File: src/rtl/dma_arb_pkg.sv
package dma_arb_pkg;
    localparam int NCH      = 8;
    localparam int LO_N     = 4;
    localparam int HI_SLOTS = 4;
    localparam int CHW      = $clog2(NCH);
    localparam int LSW      = $clog2(LO_N);
    localparam int HSW      = $clog2(HI_SLOTS);

    typedef logic [CHW-1:0] ch_idx_t;

    typedef struct packed {
        logic    vld;
        ch_idx_t ch;
    } svc_t;

    function automatic logic in_lower(ch_idx_t ch);
        return int'(ch) < LO_N;
    endfunction

    function automatic logic [HSW-1:0] upper_slot(ch_idx_t ch);
        if (in_lower(ch)) return '0;
        return HSW'(int'(ch) - LO_N);
    endfunction

    function automatic logic [LSW-1:0] lower_slot(ch_idx_t ch);
        return LSW'(ch);
    endfunction
endpackage

File: src/rtl/dma_req_qualify.sv
module dma_req_qualify #(
    parameter int N    = 8,
    parameter int HOLE = 4
) (
    input  logic [N-1:0] hw,
    input  logic [N-1:0] sw,
    input  logic [N-1:0] msk,
    output logic [N-1:0] eff
);
    for (genvar i = 0; i < N; i++) begin : g_q
        if (i == HOLE) begin : g_hole
            assign eff[i] = 1'b0;
        end else begin : g_live
            assign eff[i] = (hw[i] | sw[i]) & ~msk[i];
        end
    end

    always_comb begin
        assert_hole_silent_R3: assert (eff[HOLE] == 1'b0);
    end
endmodule

File: src/rtl/dma_rot_group.sv
module dma_rot_group #(
    parameter int SLOTS = 4,
    localparam int IW   = $clog2(SLOTS)
) (
    input  logic             clk,
    input  logic             rst,
    input  logic             rotate,
    input  logic [SLOTS-1:0] req,
    input  logic             upd,
    input  logic [IW-1:0]    upd_slot,
    output logic [SLOTS-1:0] win,
    output logic             any
);
    logic [IW-1:0] ptr;
    logic [IW-1:0] base;
    logic [IW-1:0] nxt;
    logic [IW-1:0] idx;
    logic          found;

    assign base = rotate ? ptr : '0;
    assign nxt  = (int'(upd_slot) == SLOTS - 1) ? '0 : IW'(int'(upd_slot) + 1);

    always_comb begin
        win   = '0;
        found = 1'b0;
        idx   = '0;
        for (int i = 0; i < SLOTS; i++) begin
            idx = IW'((int'(base) + i) % SLOTS);
            if (!found && req[idx]) begin
                win[idx] = 1'b1;
                found    = 1'b1;
            end
        end
    end

    assign any = found;

    always_ff @(posedge clk) begin
        if (rst)                ptr <= '0;
        else if (upd && rotate) ptr <= nxt;
    end

    assert_win_onehot_R2: assert property (@(posedge clk) disable iff (rst)
        $onehot0(win));
    assert_win_valid_R2: assert property (@(posedge clk) disable iff (rst)
        any == (req != '0));
    assert_win_in_req_R1: assert property (@(posedge clk) disable iff (rst)
        (win & ~req) == '0);
    assert_fixed_lowest_R7: assert property (@(posedge clk) disable iff (rst)
        (!rotate && req != '0) |-> (win == (req & (~req + 1'b1))));
    assert_ptr_hold_R9: assert property (@(posedge clk) disable iff (rst)
        !(upd && rotate) |=> $stable(ptr));
    assert_ptr_step_R5: assert property (@(posedge clk) disable iff (rst)
        (upd && rotate) |=> (ptr == IW'((int'($past(upd_slot)) + 1) % SLOTS)));
endmodule

File: src/rtl/dma_prio_arbiter.sv
module dma_prio_arbiter
    import dma_arb_pkg::*;
(
    input  logic           clk,
    input  logic           rst,
    input  logic [NCH-1:0] hw_req,
    input  logic [NCH-1:0] sw_req,
    input  logic [NCH-1:0] ch_mask,
    input  logic           lo_rotate,
    input  logic           hi_rotate,
    input  logic           done_vld,
    input  logic [CHW-1:0] done_ch,
    output logic [NCH-1:0] grant,
    output logic           grant_vld
);
    logic [NCH-1:0]      eff;
    logic [LO_N-1:0]     lo_win;
    logic                lo_any;
    logic [HI_SLOTS-1:0] hi_req;
    logic [HI_SLOTS-1:0] hi_win;
    logic                hi_any;
    svc_t                svc;
    logic                lo_upd;
    logic                hi_upd;

    assign svc.vld = done_vld;
    assign svc.ch  = done_ch;
    assign lo_upd  = svc.vld && in_lower(svc.ch);
    assign hi_upd  = svc.vld && (int'(svc.ch) != LO_N);

    dma_req_qualify #(.N(NCH), .HOLE(LO_N)) u_qual (
        .hw (hw_req),
        .sw (sw_req),
        .msk(ch_mask),
        .eff(eff)
    );

    dma_rot_group #(.SLOTS(LO_N)) u_lo (
        .clk     (clk),
        .rst     (rst),
        .rotate  (lo_rotate),
        .req     (eff[LO_N-1:0]),
        .upd     (lo_upd),
        .upd_slot(lower_slot(svc.ch)),
        .win     (lo_win),
        .any     (lo_any)
    );

    assign hi_req = {eff[NCH-1:LO_N+1], lo_any};

    dma_rot_group #(.SLOTS(HI_SLOTS)) u_hi (
        .clk     (clk),
        .rst     (rst),
        .rotate  (hi_rotate),
        .req     (hi_req),
        .upd     (hi_upd),
        .upd_slot(upper_slot(svc.ch)),
        .win     (hi_win),
        .any     (hi_any)
    );

    for (genvar i = 0; i < NCH; i++) begin : g_gnt
        if (i < LO_N) begin : g_lo
            assign grant[i] = hi_win[0] & lo_win[i];
        end else if (i == LO_N) begin : g_hole
            assign grant[i] = 1'b0;
        end else begin : g_hi
            assign grant[i] = hi_win[i-LO_N];
        end
    end

    assign grant_vld = hi_any;

    assert_grant_onehot_R2: assert property (@(posedge clk) disable iff (rst)
        $onehot0(grant));
    assert_grant_valid_R2: assert property (@(posedge clk) disable iff (rst)
        grant_vld == (eff != '0));
    assert_grant_eligible_R1: assert property (@(posedge clk) disable iff (rst)
        (grant & ~eff) == '0);
    assert_no_ch4_R3: assert property (@(posedge clk) disable iff (rst)
        !grant[LO_N]);
    assert_fixed_lower_first_R4: assert property (@(posedge clk) disable iff (rst)
        (!hi_rotate && eff[LO_N-1:0] != '0) |-> (grant[NCH-1:LO_N] == '0));
endmodule

File: config.mk
export PLATFORM = sky130hd
export DESIGN_NAME = dma_prio_arbiter
export DESIGN_NICKNAME = d
export VERILOG_FILES = /design/src/rtl/dma_arb_pkg.sv /design/src/rtl/dma_req_qualify.sv /design/src/rtl/dma_rot_group.sv /design/src/rtl/dma_prio_arbiter.sv
export SDC_FILE = /design/constraint.sdc
export NUM_CORES = 1
export LEC_CHECK = 0
export BUFFER_PORTS_ARGS = -buffer_cell sky130_fd_sc_hd__buf_2
export CAP_MARGIN = 15
export CORE_UTILIZATION = 40
export DETAILED_ROUTE_END_ITERATION = 10
export PLACE_DENSITY = 0.7
export SLEW_MARGIN = 5
export SYNTH_ARGS = -nofsm -noshare
export SYNTH_HDL_FRONTEND = slang
export SYNTH_HIERARCHICAL = 1
export SYNTH_SLANG_ARGS = --single-unit
File: constraint.sdc
create_clock -name clk -period 7.16 [get_ports clk]
set_clock_uncertainty 0.05 [all_clocks]
set_input_delay 1.074 -clock clk [delete_from_list [all_inputs] [get_ports clk]]
set_output_delay 1.074 -clock clk [all_outputs]
set_load 0.02 [all_outputs]
# ---- Word level (Yosys, flattened, before mapping)
# Cells that the tools add are included.
dict set report totals {
  inputBits 32
  output_inout_bits 9
  wordCells 141
  reg_bits 4
}
dict set report op_classes {
  reduce_logical 24
  bitwise 31
  order_cmp 17
  addsub 9
  n_eq_ne 3
  n_mux 55
}
# op count
set op_table {}
lappend op_table {{4-bit 2-to-1 mux} 8}
lappend op_table {{1-bit 2-to-1 mux} 25}
lappend op_table {{2-bit by 3-bit less-than comparator with 1-bit output (second input constant)} 8}
lappend op_table {{4-bit bitwise OR} 6}
lappend op_table {{1-bit logical AND} 18}
lappend op_table {{1-bit binary-select mux with 2-bit select} 8}
lappend op_table {{1-bit demux with 2-bit select} 8}
lappend op_table {{2-bit by 1-bit >= comparator with 1-bit output (second input constant)} 8}
lappend op_table {{2-bit 2-to-1 mux} 6}
lappend op_table {{1-bit AND} 11}
lappend op_table {{2-bit by 1-bit adder with 2-bit output (second input constant)} 4}
lappend op_table {{2-bit adder (second input constant)} 4}
lappend op_table {{1-bit inverter} 7}
lappend op_table {{1-bit bitwise OR} 7}
lappend op_table {{1-bit logical NOT} 6}
lappend op_table {{2-bit by 1-bit equality test with 1-bit output (second input constant)} 2}
lappend op_table {{3-bit less-than comparator (second input constant)} 1}
lappend op_table {{3-bit inequality test (second input constant)} 1}
lappend op_table {{2-bit by 1-bit subtractor with 2-bit output (second input constant)} 1}

# ---- Depth between registers and ports, before layout
dict set report depth {
  ltp_word 27
  ltp_mapped 9
  depth_no_buf 9
}

# ---- Hierarchy
# Netlist, hierarchy kept.
# module n_inst area_per_inst_um2 cells_per_inst
set by_module_without_submodules {}
lappend by_module_without_submodules {{dma_rot_group at u_lo} 1 540.5 67}
lappend by_module_without_submodules {{dma_rot_group at u_hi} 1 495.5 61}
lappend by_module_without_submodules {dma_req_qualify 1 81.3 9}
lappend by_module_without_submodules {dma_prio_arbiter 1 67.6 11}

# ---- Least setup slack after synthesis
# No wires, ideal clock.
dict set report synth_timing {
  path_type {input-to-output}
  from {input sw_req[0]}
  to {output grant[0]}
  arrival_ps 3218
  path_slack_ps 2818
  cell_stages 7
  cell_sequence {o21ba_1 -> or3_2 -> nand2b_1 -> mux4_2 -> a31oi_2 -> a221o_1 -> and2_1}
}
dict set report synth_between {
  elab_chain_len 27
  word_cells_on_any_way 52
  classes_between {mux (31); bitwise (9); reduce/logical (12)}
}
# item line
set synth_lines {}
lappend synth_lines {{start, declared} dma_prio_arbiter.sv:7} ;# input logic [NCH-1:0] sw_req,
lappend synth_lines {{1-bit bitwise OR (*)} dma_req_qualify.sv:14} ;# assign eff[i] = (hw[i] | sw[i]) & ~msk[i];
lappend synth_lines {{1-bit AND (*)} dma_req_qualify.sv:14}
lappend synth_lines {{1-bit binary-select mux with 2-bit select} dma_rot_group.sv:29} ;# if (!found && req[idx]) begin
lappend synth_lines {{1-bit 2-to-1 mux (not written as such)} dma_rot_group.sv:29}
lappend synth_lines {{1-bit 2-to-1 mux} dma_rot_group.sv:29}
lappend synth_lines {{1-bit logical NOT} dma_rot_group.sv:29}
lappend synth_lines {{1-bit logical AND} dma_rot_group.sv:29}
lappend synth_lines {{1-bit 2-to-1 mux} dma_rot_group.sv:29}
lappend synth_lines {{(+6 left out)} -}
lappend synth_lines {{net lo_any} dma_prio_arbiter.sv:18} ;# logic lo_any;
lappend synth_lines {{(+6 left out)} -}
lappend synth_lines {{1-bit logical NOT} dma_rot_group.sv:29}
lappend synth_lines {{1-bit logical AND} dma_rot_group.sv:29}
lappend synth_lines {{1-bit 2-to-1 mux} dma_rot_group.sv:29}
lappend synth_lines {{1-bit logical NOT} dma_rot_group.sv:29}
lappend synth_lines {{1-bit logical AND} dma_rot_group.sv:29}
lappend synth_lines {{4-bit 2-to-1 mux (*)} dma_rot_group.sv:29}
lappend synth_lines {{net hi_win[0]} dma_prio_arbiter.sv:20} ;# logic [HI_SLOTS-1:0] hi_win;
lappend synth_lines {{1-bit AND (*)} dma_prio_arbiter.sv:64} ;# assign grant[i] = hi_win[0] & lo_win[i];
lappend synth_lines {{end, declared} dma_prio_arbiter.sv:13} ;# output logic [NCH-1:0] grant,
# Mark *: on every way through the listed nets, which the timed path passes. The rest lies on a longest branch. The select of a mux whose other input is x is not followed.

# ---- Worst setup path after layout
dict set report layout_timing {
  from {input sw_req[0]}
  to {output grant[0]}
}
dict set report layout_between {
  elab_chain_len 27
  word_cells_on_any_way 52
  classes_between {mux (31); bitwise (9); reduce/logical (12)}
}
# item line
set layout_lines {}
lappend layout_lines {{1-bit bitwise OR (*)} dma_req_qualify.sv:14}
lappend layout_lines {{1-bit AND (*)} dma_req_qualify.sv:14}
lappend layout_lines {{net eff[0]} dma_prio_arbiter.sv:16} ;# logic [NCH-1:0] eff;
lappend layout_lines {{1-bit binary-select mux with 2-bit select} dma_rot_group.sv:29}
lappend layout_lines {{1-bit 2-to-1 mux (not written as such)} dma_rot_group.sv:29}
lappend layout_lines {{1-bit 2-to-1 mux} dma_rot_group.sv:29}
lappend layout_lines {{1-bit logical NOT} dma_rot_group.sv:29}
lappend layout_lines {{1-bit logical AND} dma_rot_group.sv:29}
lappend layout_lines {{(+7 left out)} -}
lappend layout_lines {{net lo_any} dma_prio_arbiter.sv:18}
lappend layout_lines {{(+6 left out)} -}
lappend layout_lines {{1-bit logical NOT} dma_rot_group.sv:29}
lappend layout_lines {{1-bit logical AND} dma_rot_group.sv:29}
lappend layout_lines {{1-bit 2-to-1 mux} dma_rot_group.sv:29}
lappend layout_lines {{1-bit logical NOT} dma_rot_group.sv:29}
lappend layout_lines {{1-bit logical AND} dma_rot_group.sv:29}
lappend layout_lines {{4-bit 2-to-1 mux (*)} dma_rot_group.sv:29}
lappend layout_lines {{net hi_win[0]} dma_prio_arbiter.sv:20}
lappend layout_lines {{1-bit AND (*)} dma_prio_arbiter.sv:64}
# Marked as above.

==> flow_metrics.env <==
export IMPL_run_status="finished, final reports clean"
export IMPL_synth_cell_area_um2=1170
export IMPL_crit_path_end_kind="output port"
export IMPL_cts_root_to_sink_buffers=2
export IMPL_timing_critical_path_from="sw_req[0]"
export IMPL_synth_nets=192
export IMPL_power_per_cell_area_nw_per_um2=86.9
export IMPL_mostFrequentLayoutCells="sky130_fd_sc_hd__buf_2, sky130_fd_sc_hd__ha_1, sky130_fd_sc_hd__nand2_1"
export IMPL_drt_pre_antenna_iters=5
export IMPL_final_min_clock_period_ps=4750
export IMPL_vdd_ir_drop_worst_v=0.0000831
export IMPL_gate_count_post_synth=146
export IMPL_ioPinCount=41
export IMPL_clk_latency_ps=230
export IMPL_clk_pin_slew_ps=40
export IMPL_final_nets=229
export IMPL_core_area_um2=2760
export IMPL_min_delay_path_class="reg2reg"
export IMPL_max_slew_margin_rel_pct=60.0
export IMPL_rsz0062_at_grt="false"
export IMPL_cts_max_level=1
export IMPL_grt_overflow=0
export IMPL_number_of_global_route_vias_before_repair=1170
export IMPL_avgViaCountPerCell=6.13
export IMPL_postCtsSetupBuffers=0
export IMPL_grt_pass1_wl_mm=4.77
export IMPL_multi_input_area_um2=1020
export IMPL_dp_final_hpwl_mm=2.39
export IMPL_timing_critical_path_slowest_cell_delay_ps=560
export IMPL_ant_nets=0
export IMPL_ctsRootBufferMaster="sky130_fd_sc_hd__clkbuf_4"
export IMPL_number_of_hold_violations_in_the_final_report=0
export IMPL_critPathMaxFanout=8
export IMPL_synthToLayoutAreaGrowth_pct=18.2
export IMPL_timing_final_max_slew_violations=0
export IMPL_cts_num_sinks=4
export IMPL_clock_fmax_ghz=0.210
export IMPL_layout_commonest_cell="sky130_fd_sc_hd__buf_2"
export IMPL_cell_by_cell_listing_of_the_critical_path="buf_2, o21ba_1, or3_2, nand2b_1, mux4_2, a31oi_2, a221o_1, and2_1, buf_2"
export IMPL_gp_routability_congestion=0.823
export IMPL_detailed_place_area_um2=1370
export IMPL_synth_yosys_warnings=6
export IMPL_tritoncts_num_buffers=3
export IMPL_route_detailed_wl_per_inst_um=13.6
export IMPL_static_leakage_nw=0.648
export IMPL_chipHeight_um=56.2
export IMPL_fin_tns_setup_ps=0
export IMPL_antenna_diode_count=0
export IMPL_port_buffers=36
export IMPL_synth_avg_cell_area_um2=8.04
export IMPL_worst_path_most_repeated_cell="sky130_fd_sc_hd__buf_2"
export IMPL_initial_utilization_pct=42.6
export IMPL_ff_latch_area_um2=80.1
export IMPL_grt_start_max_net_pins=10
export IMPL_critical_path_start_end_classification="in2out"
export IMPL_layout_worst_path_cycle_share_pct=66.4
export IMPL_placementRows=19
export IMPL_worst_ep_arrival_time_ps=3630
export IMPL_final_area_um2=1390
export IMPL_groute_usage_overall_pct=18.2
export IMPL_timing_critical_path_required_ps=6040
export IMPL_worst_r2r_startpoint="u_lo/ptr[1]"
export IMPL_slowest_stage="sky130_fd_sc_hd__mux4_2"
export IMPL_timing_worst_slew_pin_value_ps=590
export IMPL_clock_tree_from_tritoncts="built"
export IMPL_hold_buffers=0
export IMPL_totalWireLength_mm=2.89
export IMPL_initial_antenna_violation_count=0
export IMPL_fp_dieW_um=56.2
export IMPL_fill_cells=264
export IMPL_design_die_area_um2=3150
export IMPL_drt_first_iter_violations=62
export IMPL_cts_resized=0
export IMPL_setup_violations=0
export IMPL_drive_gt1_share_pct=32.6
export IMPL_setup_worst_path_start_class="input port"
export IMPL_detail_route_drc_violations=0
export IMPL_cap_viol_max_count=0
export IMPL_worst_hold_path_startpoint="u_hi/ptr[1]"
export IMPL_vias=1299
layout make-up:
cell class,count,share of cell area [%]
multi-input combinational,127,73.9
timing repair buffer,36,13.0
sequential,4,5.77
inverter,11,2.98
tap,31,2.80
clock buffer,3,1.62
power by group:
part	total (W)	switching, W	internal [W]
Sequential	0.0000252	0.00000177	0.0000234
Clock	0.0000272	0.00000850	0.0000187
Combinational	0.0000682	0.0000380	0.0000302
Total	0.000121	0.0000483	0.0000723
registers in the layout, summed over array words and instances, names as in the netlist:
signal	flops
u_hi/ptr	2
u_lo/ptr	2
worst paths after layout:
kind | cells past startpoint | end | slack, ps
min | 2 | u_hi/ptr[1] | 460
max reg2reg | 2 | u_lo/ptr[1] | 6370
min reg2reg | 2 | u_hi/ptr[1] | 460
max | 9 | grant[0] | 2410
stage by stage:
stage | util (%) | cells | worst slack [ps] | power (W) | hold slack [ps]
after floorplan | - | 146 | 2820 | 0.0000744 | 410
after global placement | 49.5 | 209 | 2470 | 0.0000898 | 442
after detailed placement | 49.5 | 209 | 2400 | 0.0000933 | 456
after CTS | 50.3 | 212 | 2410 | 0.000121 | 463
after global routing | 50.3 | 212 | 2300 | 0.000129 | 492
final | 50.3 | 212 | 2410 | 0.000121 | 465
worst max-delay path: cells and delay by family:
| kind | cells | cell delay, ps |
|---|---|---|
| compound gates | 3 | 800 |
| buf+inv | 2 | 240 |
| mux | 1 | 560 |
| simple gates | 3 | 940 |
layer usage:
layer / GRT usage, % / routed length, µm / part of all wire (%) / vias to the layer above
met4: 5.23 / 42 / 1.5 / 0
li1: - / - / - / 629
met5: 0 / 0 / 0 / -
met3: 2.33 / 148 / 5.1 / 10
met1: 19.4 / 1160 / 40 / 604
met2: 36.4 / 1540 / 53 / 56
Power figures use the tool's default switching activity.
